--- src/rtl/ffs_pkg.sv ---
package ffs_pkg;

  // register byte offsets
  localparam logic [7:0] OFS_RASTER = 8'h30;
  localparam logic [7:0] OFS_STATUS = 8'h34;
  localparam logic [7:0] OFS_DMACTL = 8'h40;
  localparam logic [7:0] OFS_PAIR0  = 8'h44;  // start of window 0; last at +4
  localparam int         PAIR_STEP  = 8;      // window 1 sits one step above

  // raster control fields
  localparam int RC_EN     = 0;
  localparam int RC_PALIE  = 4;
  localparam int RC_ERRIE  = 6;
  localparam int RC_MODE_L = 20;

  // dma control fields
  localparam int DC_DUAL  = 0;
  localparam int DC_EOFIE = 1;

  // status bits
  localparam int ST_W     = 10;
  localparam int ST_SYNC  = 2;
  localparam int ST_UNDER = 5;
  localparam int ST_PAL   = 6;
  localparam int ST_EOF0  = 8;
  localparam int ST_EOF1  = 9;

  typedef enum logic [1:0] {
    LM_PAL_DATA = 2'b00,
    LM_PAL_ONLY = 2'b01,
    LM_DATA     = 2'b10,
    LM_RSVD     = 2'b11
  } load_mode_e;

  typedef enum logic [1:0] {
    SQ_IDLE,
    SQ_FETCH,
    SQ_HALT
  } sq_state_e;

  // sticky bits: an event set wins over a same-cycle clear
  function automatic logic [ST_W-1:0] w1c_next(input logic [ST_W-1:0] cur,
                                               input logic [ST_W-1:0] set,
                                               input logic [ST_W-1:0] clr);
    return (cur & ~clr) | set;
  endfunction

  // window used by the frame that follows one on window cur
  function automatic logic next_pair(input logic cur, input logic dual);
    return dual ? ~cur : 1'b0;
  endfunction

  // palette-complete event for an accepted word at index idx
  function automatic logic pal_event(input load_mode_e m, input logic [31:0] idx,
                                     input logic last, input int unsigned palw);
    return ((m == LM_PAL_ONLY) && last) ||
           ((m == LM_PAL_DATA) && (idx == palw - 1));
  endfunction

endpackage

--- src/rtl/ffs_regs.sv ---
module ffs_regs
  import ffs_pkg::*;
#(
  parameter int ADDR_W = 16
) (
  input  logic              clk,
  input  logic              rst_n,
  input  logic              wr_en,
  input  logic [7:0]        wr_addr,
  input  logic [31:0]       wr_data,
  input  logic [7:0]        rd_addr,
  input  logic [ST_W-1:0]   status,
  output logic [31:0]       rd_data,
  output logic              eng_en,
  output logic              pal_ie,
  output logic              err_ie,
  output load_mode_e        mode,
  output logic              dual_en,
  output logic              eof_ie,
  output logic [ADDR_W-1:0] base0,
  output logic [ADDR_W-1:0] ceil0,
  output logic [ADDR_W-1:0] base1,
  output logic [ADDR_W-1:0] ceil1,
  output logic [ST_W-1:0]   stat_clr
);

  logic [ADDR_W-1:0] base_q [2];
  logic [ADDR_W-1:0] ceil_q [2];
  logic              unused_wr;

  assign unused_wr = ^wr_data;

  always_ff @(posedge clk or negedge rst_n) begin
    if (!rst_n) begin
      eng_en  <= 1'b0;
      pal_ie  <= 1'b0;
      err_ie  <= 1'b0;
      mode    <= LM_PAL_DATA;
      dual_en <= 1'b0;
      eof_ie  <= 1'b0;
    end else if (wr_en) begin
      if (wr_addr == OFS_RASTER) begin
        eng_en <= wr_data[RC_EN];
        pal_ie <= wr_data[RC_PALIE];
        err_ie <= wr_data[RC_ERRIE];
        mode   <= load_mode_e'(wr_data[RC_MODE_L+1:RC_MODE_L]);
      end
      if (wr_addr == OFS_DMACTL) begin
        dual_en <= wr_data[DC_DUAL];
        eof_ie  <= wr_data[DC_EOFIE];
      end
    end
  end

  for (genvar p = 0; p < 2; p++) begin : g_pair
    localparam logic [7:0] OFS_B = OFS_PAIR0 + 8'(p * PAIR_STEP);
    localparam logic [7:0] OFS_C = OFS_B + 8'd4;
    always_ff @(posedge clk or negedge rst_n) begin
      if (!rst_n) begin
        base_q[p] <= '0;
        ceil_q[p] <= '0;
      end else if (wr_en) begin
        if (wr_addr == OFS_B) base_q[p] <= wr_data[ADDR_W-1:0];
        if (wr_addr == OFS_C) ceil_q[p] <= wr_data[ADDR_W-1:0];
      end
    end
  end

  assign base0 = base_q[0];
  assign ceil0 = ceil_q[0];
  assign base1 = base_q[1];
  assign ceil1 = ceil_q[1];

  assign stat_clr = (wr_en && wr_addr == OFS_STATUS) ? wr_data[ST_W-1:0] : '0;

  always_comb begin
    rd_data = '0;
    case (rd_addr)
      OFS_RASTER: begin
        rd_data[RC_EN]                 = eng_en;
        rd_data[RC_PALIE]              = pal_ie;
        rd_data[RC_ERRIE]              = err_ie;
        rd_data[RC_MODE_L+1:RC_MODE_L] = mode;
      end
      OFS_STATUS: rd_data[ST_W-1:0] = status;
      OFS_DMACTL: begin
        rd_data[DC_DUAL]  = dual_en;
        rd_data[DC_EOFIE] = eof_ie;
      end
      OFS_PAIR0:                        rd_data = 32'(base_q[0]);
      OFS_PAIR0 + 8'd4:                 rd_data = 32'(ceil_q[0]);
      OFS_PAIR0 + 8'(PAIR_STEP):        rd_data = 32'(base_q[1]);
      OFS_PAIR0 + 8'(PAIR_STEP) + 8'd4: rd_data = 32'(ceil_q[1]);
      default: rd_data = '0;
    endcase
  end

endmodule

--- src/rtl/ffs_status.sv ---
module ffs_status
  import ffs_pkg::*;
(
  input  logic            clk,
  input  logic            rst_n,
  input  logic [ST_W-1:0] set_vec,
  input  logic [ST_W-1:0] clr_vec,
  input  logic [ST_W-1:0] ie_vec,
  output logic [ST_W-1:0] status,
  output logic            irq
);

  always_ff @(posedge clk or negedge rst_n) begin
    if (!rst_n) status <= '0;
    else        status <= w1c_next(status, set_vec, clr_vec);
  end

  assign irq = |(status & ie_vec);

  // a bit only drops when software wrote 1 to it
  assert_fall_needs_clear_R8: assert property (@(posedge clk) disable iff (!rst_n)
    ((~status & $past(status) & ~$past(clr_vec)) == '0));

  // an event always leaves its bit set, even against a clear
  assert_set_wins_R8: assert property (@(posedge clk) disable iff (!rst_n)
    (|set_vec) |=> ((status & $past(set_vec)) == $past(set_vec)));

  // a bit only rises from an event
  assert_rise_needs_event_R9: assert property (@(posedge clk) disable iff (!rst_n)
    ((status & ~$past(status) & ~$past(set_vec)) == '0));

endmodule

--- src/rtl/ffs_seq.sv ---
module ffs_seq
  import ffs_pkg::*;
#(
  parameter int ADDR_W    = 16,
  parameter int PAL_WORDS = 16
) (
  input  logic              clk,
  input  logic              rst_n,
  input  logic              eng_en,
  input  load_mode_e        mode,
  input  logic              dual_en,
  input  logic [ADDR_W-1:0] base0,
  input  logic [ADDR_W-1:0] ceil0,
  input  logic [ADDR_W-1:0] base1,
  input  logic [ADDR_W-1:0] ceil1,
  output logic              rq_valid,
  output logic [ADDR_W-1:0] rq_addr,
  input  logic              rq_ready,
  output logic              ev_eof0,
  output logic              ev_eof1,
  output logic              ev_pal
);

  sq_state_e         state;
  logic              pair_q;
  load_mode_e        wmode;
  logic [ADDR_W-1:0] waddr;
  logic [ADDR_W-1:0] wceil;
  logic [ADDR_W-1:0] widx;

  // named internal events
  logic accept;
  logic last_word;
  logic frame_done;
  logic pair_nxt;

  assign rq_valid   = (state == SQ_FETCH);
  assign rq_addr    = waddr;
  assign accept     = rq_valid && rq_ready;
  assign last_word  = (waddr == wceil);
  assign frame_done = accept && last_word && (wmode != LM_PAL_ONLY);
  assign pair_nxt   = next_pair(pair_q, dual_en);

  assign ev_eof0 = frame_done && !pair_q;
  assign ev_eof1 = frame_done &&  pair_q;
  assign ev_pal  = accept && pal_event(wmode, 32'(widx), last_word, PAL_WORDS);

  always_ff @(posedge clk or negedge rst_n) begin
    if (!rst_n) begin
      state  <= SQ_IDLE;
      pair_q <= 1'b0;
      wmode  <= LM_PAL_DATA;
      waddr  <= '0;
      wceil  <= '0;
      widx   <= '0;
    end else begin
      case (state)
        SQ_IDLE: begin
          if (eng_en) begin
            state  <= SQ_FETCH;
            pair_q <= 1'b0;
            waddr  <= base0;
            wceil  <= ceil0;
            widx   <= '0;
            wmode  <= mode;
          end
        end
        SQ_FETCH: begin
          if (accept) begin
            if (!eng_en) begin
              state  <= SQ_IDLE;
              pair_q <= 1'b0;
            end else if (last_word) begin
              if (wmode == LM_PAL_ONLY) begin
                state <= SQ_HALT;
              end else begin
                pair_q <= pair_nxt;
                waddr  <= pair_nxt ? base1 : base0;
                wceil  <= pair_nxt ? ceil1 : ceil0;
                widx   <= '0;
                wmode  <= mode;
              end
            end else begin
              waddr <= waddr + 1'b1;
              widx  <= widx + 1'b1;
            end
          end
        end
        SQ_HALT: begin
          if (!eng_en) begin
            state  <= SQ_IDLE;
            pair_q <= 1'b0;
          end
        end
        default: state <= SQ_IDLE;
      endcase
    end
  end

  assert_req_hold_R2: assert property (@(posedge clk) disable iff (!rst_n)
    (rq_valid && !rq_ready) |=> (rq_valid && $stable(rq_addr)));

  assert_within_ceiling_R2: assert property (@(posedge clk) disable iff (!rst_n)
    rq_valid |-> (rq_addr <= wceil));

  assert_alternate_R4: assert property (@(posedge clk) disable iff (!rst_n)
    (ev_eof0 && dual_en && eng_en) |=> (rq_valid && rq_addr == $past(base1)));

  assert_pal_only_stops_R6: assert property (@(posedge clk) disable iff (!rst_n)
    (ev_pal && wmode == LM_PAL_ONLY) |=> !rq_valid);

  assert_stop_after_accept_R11: assert property (@(posedge clk) disable iff (!rst_n)
    $past(accept && !eng_en) |-> !rq_valid);

  assert_idle_pair0_R11: assert property (@(posedge clk) disable iff (!rst_n)
    (state == SQ_IDLE) |-> !pair_q);

endmodule

--- src/rtl/frame_fetch_seq.sv ---
module frame_fetch_seq
  import ffs_pkg::*;
#(
  parameter int ADDR_W    = 16,
  parameter int PAL_WORDS = 16
) (
  input  logic              clk,
  input  logic              rst_n,
  input  logic              wr_en,
  input  logic [7:0]        wr_addr,
  input  logic [31:0]       wr_data,
  input  logic [7:0]        rd_addr,
  output logic [31:0]       rd_data,
  output logic              rq_valid,
  output logic [ADDR_W-1:0] rq_addr,
  input  logic              rq_ready,
  input  logic              underflow_evt,
  input  logic              sync_lost_evt,
  output logic              irq
);

  logic              eng_en, pal_ie, err_ie, dual_en, eof_ie;
  load_mode_e        mode;
  logic [ADDR_W-1:0] base0, ceil0, base1, ceil1;
  logic [ST_W-1:0]   status, stat_clr, set_vec, ie_vec;
  logic              ev_eof0, ev_eof1, ev_pal;

  ffs_regs #(.ADDR_W(ADDR_W)) u_regs (
    .clk(clk), .rst_n(rst_n), .wr_en(wr_en), .wr_addr(wr_addr), .wr_data(wr_data),
    .rd_addr(rd_addr), .status(status), .rd_data(rd_data),
    .eng_en(eng_en), .pal_ie(pal_ie), .err_ie(err_ie), .mode(mode),
    .dual_en(dual_en), .eof_ie(eof_ie),
    .base0(base0), .ceil0(ceil0), .base1(base1), .ceil1(ceil1),
    .stat_clr(stat_clr)
  );

  ffs_seq #(.ADDR_W(ADDR_W), .PAL_WORDS(PAL_WORDS)) u_seq (
    .clk(clk), .rst_n(rst_n), .eng_en(eng_en), .mode(mode), .dual_en(dual_en),
    .base0(base0), .ceil0(ceil0), .base1(base1), .ceil1(ceil1),
    .rq_valid(rq_valid), .rq_addr(rq_addr), .rq_ready(rq_ready),
    .ev_eof0(ev_eof0), .ev_eof1(ev_eof1), .ev_pal(ev_pal)
  );

  always_comb begin
    set_vec           = '0;
    set_vec[ST_EOF0]  = ev_eof0;
    set_vec[ST_EOF1]  = ev_eof1;
    set_vec[ST_PAL]   = ev_pal;
    set_vec[ST_UNDER] = underflow_evt;
    set_vec[ST_SYNC]  = sync_lost_evt;
    ie_vec            = '0;
    ie_vec[ST_EOF0]   = eof_ie;
    ie_vec[ST_EOF1]   = eof_ie;
    ie_vec[ST_PAL]    = pal_ie;
    ie_vec[ST_UNDER]  = err_ie;
    ie_vec[ST_SYNC]   = err_ie;
  end

  ffs_status u_status (
    .clk(clk), .rst_n(rst_n), .set_vec(set_vec), .clr_vec(stat_clr),
    .ie_vec(ie_vec), .status(status), .irq(irq)
  );

endmodule

--- config.mk ---
export PLATFORM = sky130hd
export DESIGN_NAME = frame_fetch_seq
export DESIGN_NICKNAME = d
export VERILOG_FILES = /design/src/rtl/ffs_pkg.sv /design/src/rtl/ffs_regs.sv /design/src/rtl/ffs_status.sv /design/src/rtl/ffs_seq.sv /design/src/rtl/frame_fetch_seq.sv
export SDC_FILE = /design/constraint.sdc
export NUM_CORES = 1
export LEC_CHECK = 0
export BUFFER_PORTS_ARGS = -buffer_cell sky130_fd_sc_hd__buf_2
export CORE_UTILIZATION = 40
export CTS_CLUSTER_SIZE = 20
export DETAILED_ROUTE_END_ITERATION = 12
export GPL_ROUTABILITY_DRIVEN = 0
export PLACE_DENSITY_LB_ADDON = 0.3
export SETUP_SLACK_MARGIN = 0.2
export SYNTH_ARGS = -nofsm -noshare
export SYNTH_HDL_FRONTEND = slang
export SYNTH_SLANG_ARGS = --single-unit
export TNS_END_PERCENT = 1
--- constraint.sdc ---
create_clock -name clk -period 2.05 [get_ports clk]
set_input_delay 0.41 -clock clk [delete_from_list [all_inputs] [get_ports clk]]
set_output_delay 0.41 -clock clk [all_outputs]
set_load 0.005 [all_outputs]
==> results.json <==
{
  "num_vias": 6063,
  "grt_pass1_vias": 6106,
  "routed_wire_length_per_instance_um": 20.19,
  "critPathRequiredTime_ns": 2.36,
  "drt_first_iter_violations": 526,
  "drt-pass1-iter-count": 6,
  "synth.yosys.seq_area_share": 0.4742,
  "final_layout_size_suffix_gt1_frac": 0.4367,
  "grtUsageTotal": 0.2436,
  "netlist_top_cells_area": "sky130_fd_sc_hd__dfrtp_1 47%, sky130_fd_sc_hd__mux2_2 16%, sky130_fd_sc_hd__nand2_1 3.7%, sky130_fd_sc_hd__nor2_1 2.4%, sky130_fd_sc_hd__xor2_1 2.4%",
  "pwr_density_cell_nw_per_um2": 837.9,
  "remaining_drc_errors": 0,
  "failed_checks": "setup timing",
  "maxSlewViolCount": 0,
  "fin_hold_ws_ns": 0.1579,
  "cts_max_path_buffers": 2,
  "worstHoldPathType": "in -> reg",
  "syn-mean-instance-area_sq_um": 10.63,
  "overall_die_area_sq_um": 18220,
  "num_rows": 48,
  "critical_path.endpoint_type": "flip-flop",
  "grt_max_degree": 45,
  "achievable-frequency_mhz": 444.0,
  "place.detailed.hpwl_um": 14740,
  "floorplan.die.height_um": 135.0,
  "post_drt_via_cell_ratio": 5.752,
  "pin_count": 104,
  "post-synth-top-area-cell": "sky130_fd_sc_hd__dfrtp_1",
  "fin_nets": 872,
  "rr_startpoint": "u_seq.rq_addr[12]$_DFFE_PN0P_",
  "netlist.area_leader.share": 0.4742,
  "cts_num_sinks": 134,
  "synth-async-reset-ratio": 1.000,
  "layout-area-overhead-vs-synth_pct": 33.23,
  "hold_ep": "u_status.status[2]$_DFF_PN0_",
  "hold_viol_final": 0,
  "grt_first_pass_wirelength_um": 33540,
  "crit_path_start": "u_seq.rq_addr[12]$_DFFE_PN0P_",
  "setup.worst_path.start_class": "flip-flop",
  "setup_viol": 41,
  "floorplan.die.width_um": 135.0,
  "path_clk_slew_ns": 0.06,
  "tns_ns": -4.851,
  "cts_made_buffers": 17,
  "period_needed_ns": 2.252,
  "edff_count_synth": 0,
  "critical_path_peak_fanout": 5,
  "place.port_buffers": 75,
  "postLayoutSetupSlackWorst_ns": -0.2024,
  "power.total_mw": 7.894,
  "core_region_area_sq_um": 17300,
  "worst_r2r_endpoint": "u_seq.wceil[15]$_DFFE_PN0P_",
  "drt.antenna.violating_nets": 0,
  "grt_overflow": 0,
  "post-synth-top-count-cell": "sky130_fd_sc_hd__dfrtp_1",
  "ys_warn_count": 0,
  "skew_ns": 0.008169,
  "ctsHtreeMaxLevel": 4,
  "netlist-cell-type-count": 52,
  "floorplan.initialDensity": 0.4089,
  "insertion_delay_ns": 0.43,
  "ys_seq_elements": 134,
  "critPathKind": "reg -> reg",
  "dominantRegCellSynth": "sky130_fd_sc_hd__dfrtp_1",
  "diodes": 0,
  "antenna_found_initial": 0,
  "clock_tree.root_cell": "sky130_fd_sc_hd__clkbuf_16",
  "hold-path-cell-count": 2,
  "wl_um": 21280,
  "cap_violations": 0,
  "post_synth_inst_count": 665,
  "synth.cells.most_frequent": "134 x sky130_fd_sc_hd__dfrtp_1, 103 x sky130_fd_sc_hd__mux2_2, 70 x sky130_fd_sc_hd__nand2_1",
  "fillerInstances": 1469,
  "summed_instance_area_of_the_synthesized_netlist_sq_um": 7072,
  "worst-r2r-setup-slack_ns": -0.20,
  "worstHoldStart": "sync_lost_evt",
  "status": "finished with violations",
  "p_leak_nw": 4.410,
  "min_period_over_period": 1.099,
  "cp.arrival_ns": 2.56,
  "vdd_drop_max_v": 0.0006786,
  "rr_worst_depth": 9,
  "grt_setup_unrepaired": "yes",
  "cts_tree": "built",
  "post-route-util": 0.5447
}
==> how the worst max path moves through the flow <==
stage                             endpoint  slack (ns)  cells after the start
6_report       u_seq.wceil[15]$_DFFE_PN0P_       -0.20                      9
5_1_grt         u_seq.wceil[1]$_DFFE_PN0P_       -0.28                      9
4_1_cts        u_seq.wceil[15]$_DFFE_PN0P_       -0.17                      9
3_5_place_dp    u_seq.widx[15]$_DFFE_PN0P_       -0.26                      9
3_3_place_gp    u_seq.wmode[0]$_DFFE_PN0P_       -0.27                      8
2_1_floorplan   u_seq.wceil[0]$_DFFE_PN0P_       -0.06                      9
==> routing by layer <==
metal  up-vias  GRT usage  wire, um
li1       2715          -         -
met1      3061     0.3243      9393
met2       245     0.3877     10150
met3        42    0.05143      1251
met4         0    0.09488       485
met5         -          0         0
==> registers in the layout (all words and copies together), names as in the netlist, 10 cells and up <==
signal / flops
u_regs.ceil0: 16
u_seq.widx: 16
u_status.status: 10
u_regs.ceil1: 16
u_regs.base1: 16
u_regs.base0: 16
u_seq.rq_addr: 16
u_seq.wceil: 16
==> cells in the final DEF (no fill, tap or decap), types with 4 or more instances in the layout <==
cell type / instances
sky130_fd_sc_hd__a21boi_0: 5
sky130_fd_sc_hd__or4_4: 4
sky130_fd_sc_hd__o21ai_1: 5
sky130_fd_sc_hd__buf_12: 18
sky130_fd_sc_hd__nand3_1: 27
sky130_fd_sc_hd__buf_2: 72
sky130_fd_sc_hd__clkbuf_16: 17
sky130_fd_sc_hd__nand4_1: 15
sky130_fd_sc_hd__buf_4: 69
sky130_fd_sc_hd__mux2_4: 18
sky130_fd_sc_hd__and2_1: 4
sky130_fd_sc_hd__and3_1: 5
sky130_fd_sc_hd__mux2_2: 86
sky130_fd_sc_hd__nor2_2: 10
sky130_fd_sc_hd__dfrtp_1: 134
sky130_fd_sc_hd__nand2_2: 5
sky130_fd_sc_hd__a21oi_2: 4
sky130_fd_sc_hd__a41oi_2: 4
sky130_fd_sc_hd__nand2_1: 65
sky130_fd_sc_hd__nand2b_1: 4
sky130_fd_sc_hd__a21oi_1: 15
sky130_fd_sc_hd__xnor2_1: 16
sky130_fd_sc_hd__nor2_1: 33
sky130_fd_sc_hd__a222oi_1: 14
sky130_fd_sc_hd__inv_1: 7
sky130_fd_sc_hd__o21ai_0: 9
sky130_fd_sc_hd__conb_1: 14
sky130_fd_sc_hd__xor2_1: 17
sky130_fd_sc_hd__nor3_1: 12
sky130_fd_sc_hd__a22oi_1: 20
sky130_fd_sc_hd__nor4_1: 6
sky130_fd_sc_hd__nor2b_1: 4
sky130_fd_sc_hd__buf_6: 6
sky130_fd_sc_hd__inv_6: 5
sky130_fd_sc_hd__nor4_2: 6
sky130_fd_sc_hd__mux2i_1: 5
==> critical path, cell delays in order, from the launching register on <==
cell and delay [ns]:
sky130_fd_sc_hd__dfrtp_1 0.41, sky130_fd_sc_hd__xor2_2 0.20, sky130_fd_sc_hd__nor4_2 0.28, sky130_fd_sc_hd__buf_4 0.16, sky130_fd_sc_hd__and4_4 0.27, sky130_fd_sc_hd__a21oi_4 0.07, sky130_fd_sc_hd__nor2_4 0.16, sky130_fd_sc_hd__buf_12 0.15
sky130_fd_sc_hd__buf_12 0.13, sky130_fd_sc_hd__mux2_4 0.30
==> logic make-up after synthesis <==
| family | Yosys count | share of synthesized area |
|---|---|---|
| simple gates | 217 | 0.1509 |
| other cells | 1 | 0.0005303 |
| flops | 134 | 0.4742 |
| buf+inv | 60 | 0.04565 |
| mux | 109 | 0.1727 |
| fa+ha+maj | 2 | 0.003538 |
| compound gates | 107 | 0.1092 |
| xor+xnor | 35 | 0.04335 |
==> repair_timing <==
item,CTS,global route
pin swaps,28,15
resized for setup,46,33
gates cloned,3,0
hold endpoints to repair,40,0
setup endpoints to repair,75,75
buffers inserted,6,0
hold buffers,1,0
==> area by class of cell <==
class	instances	area, sq um	area share
Multi-Input combinational cell	484	3749	0.3979
Clock buffer	19	452.9	0.04807
Tap cell	225	281.5	0.02988
Clock inverter	13	121.4	0.01288
Timing Repair Buffer	171	1429	0.1517
Sequential cell	134	3353	0.3559
Inverter	8	35.03	0.003718
==> power breakdown <==
group	switching [mW]	internal [mW]
clock network	1.20	1.74
logic	0.967	0.871
registers	0.224	2.89
total	2.39	5.50
==> per-stage QoR <==
| stage | worst slack, ns | cells | cell area, sq um |
|---|---|---|---|
| 6_report | -0.2024 | 1054 | 9422 |
| 5_1_grt | -0.2785 | 1054 | 9422 |
| 2_1_floorplan | -0.06388 | 678 | 7208 |
| 3_5_place_dp | -0.2561 | 1012 | 8389 |
| 3_3_place_gp | -0.2681 | 1012 | 8389 |
| 4_1_cts | -0.1669 | 1054 | 9306 |
(Power assumes the default switching activity.)
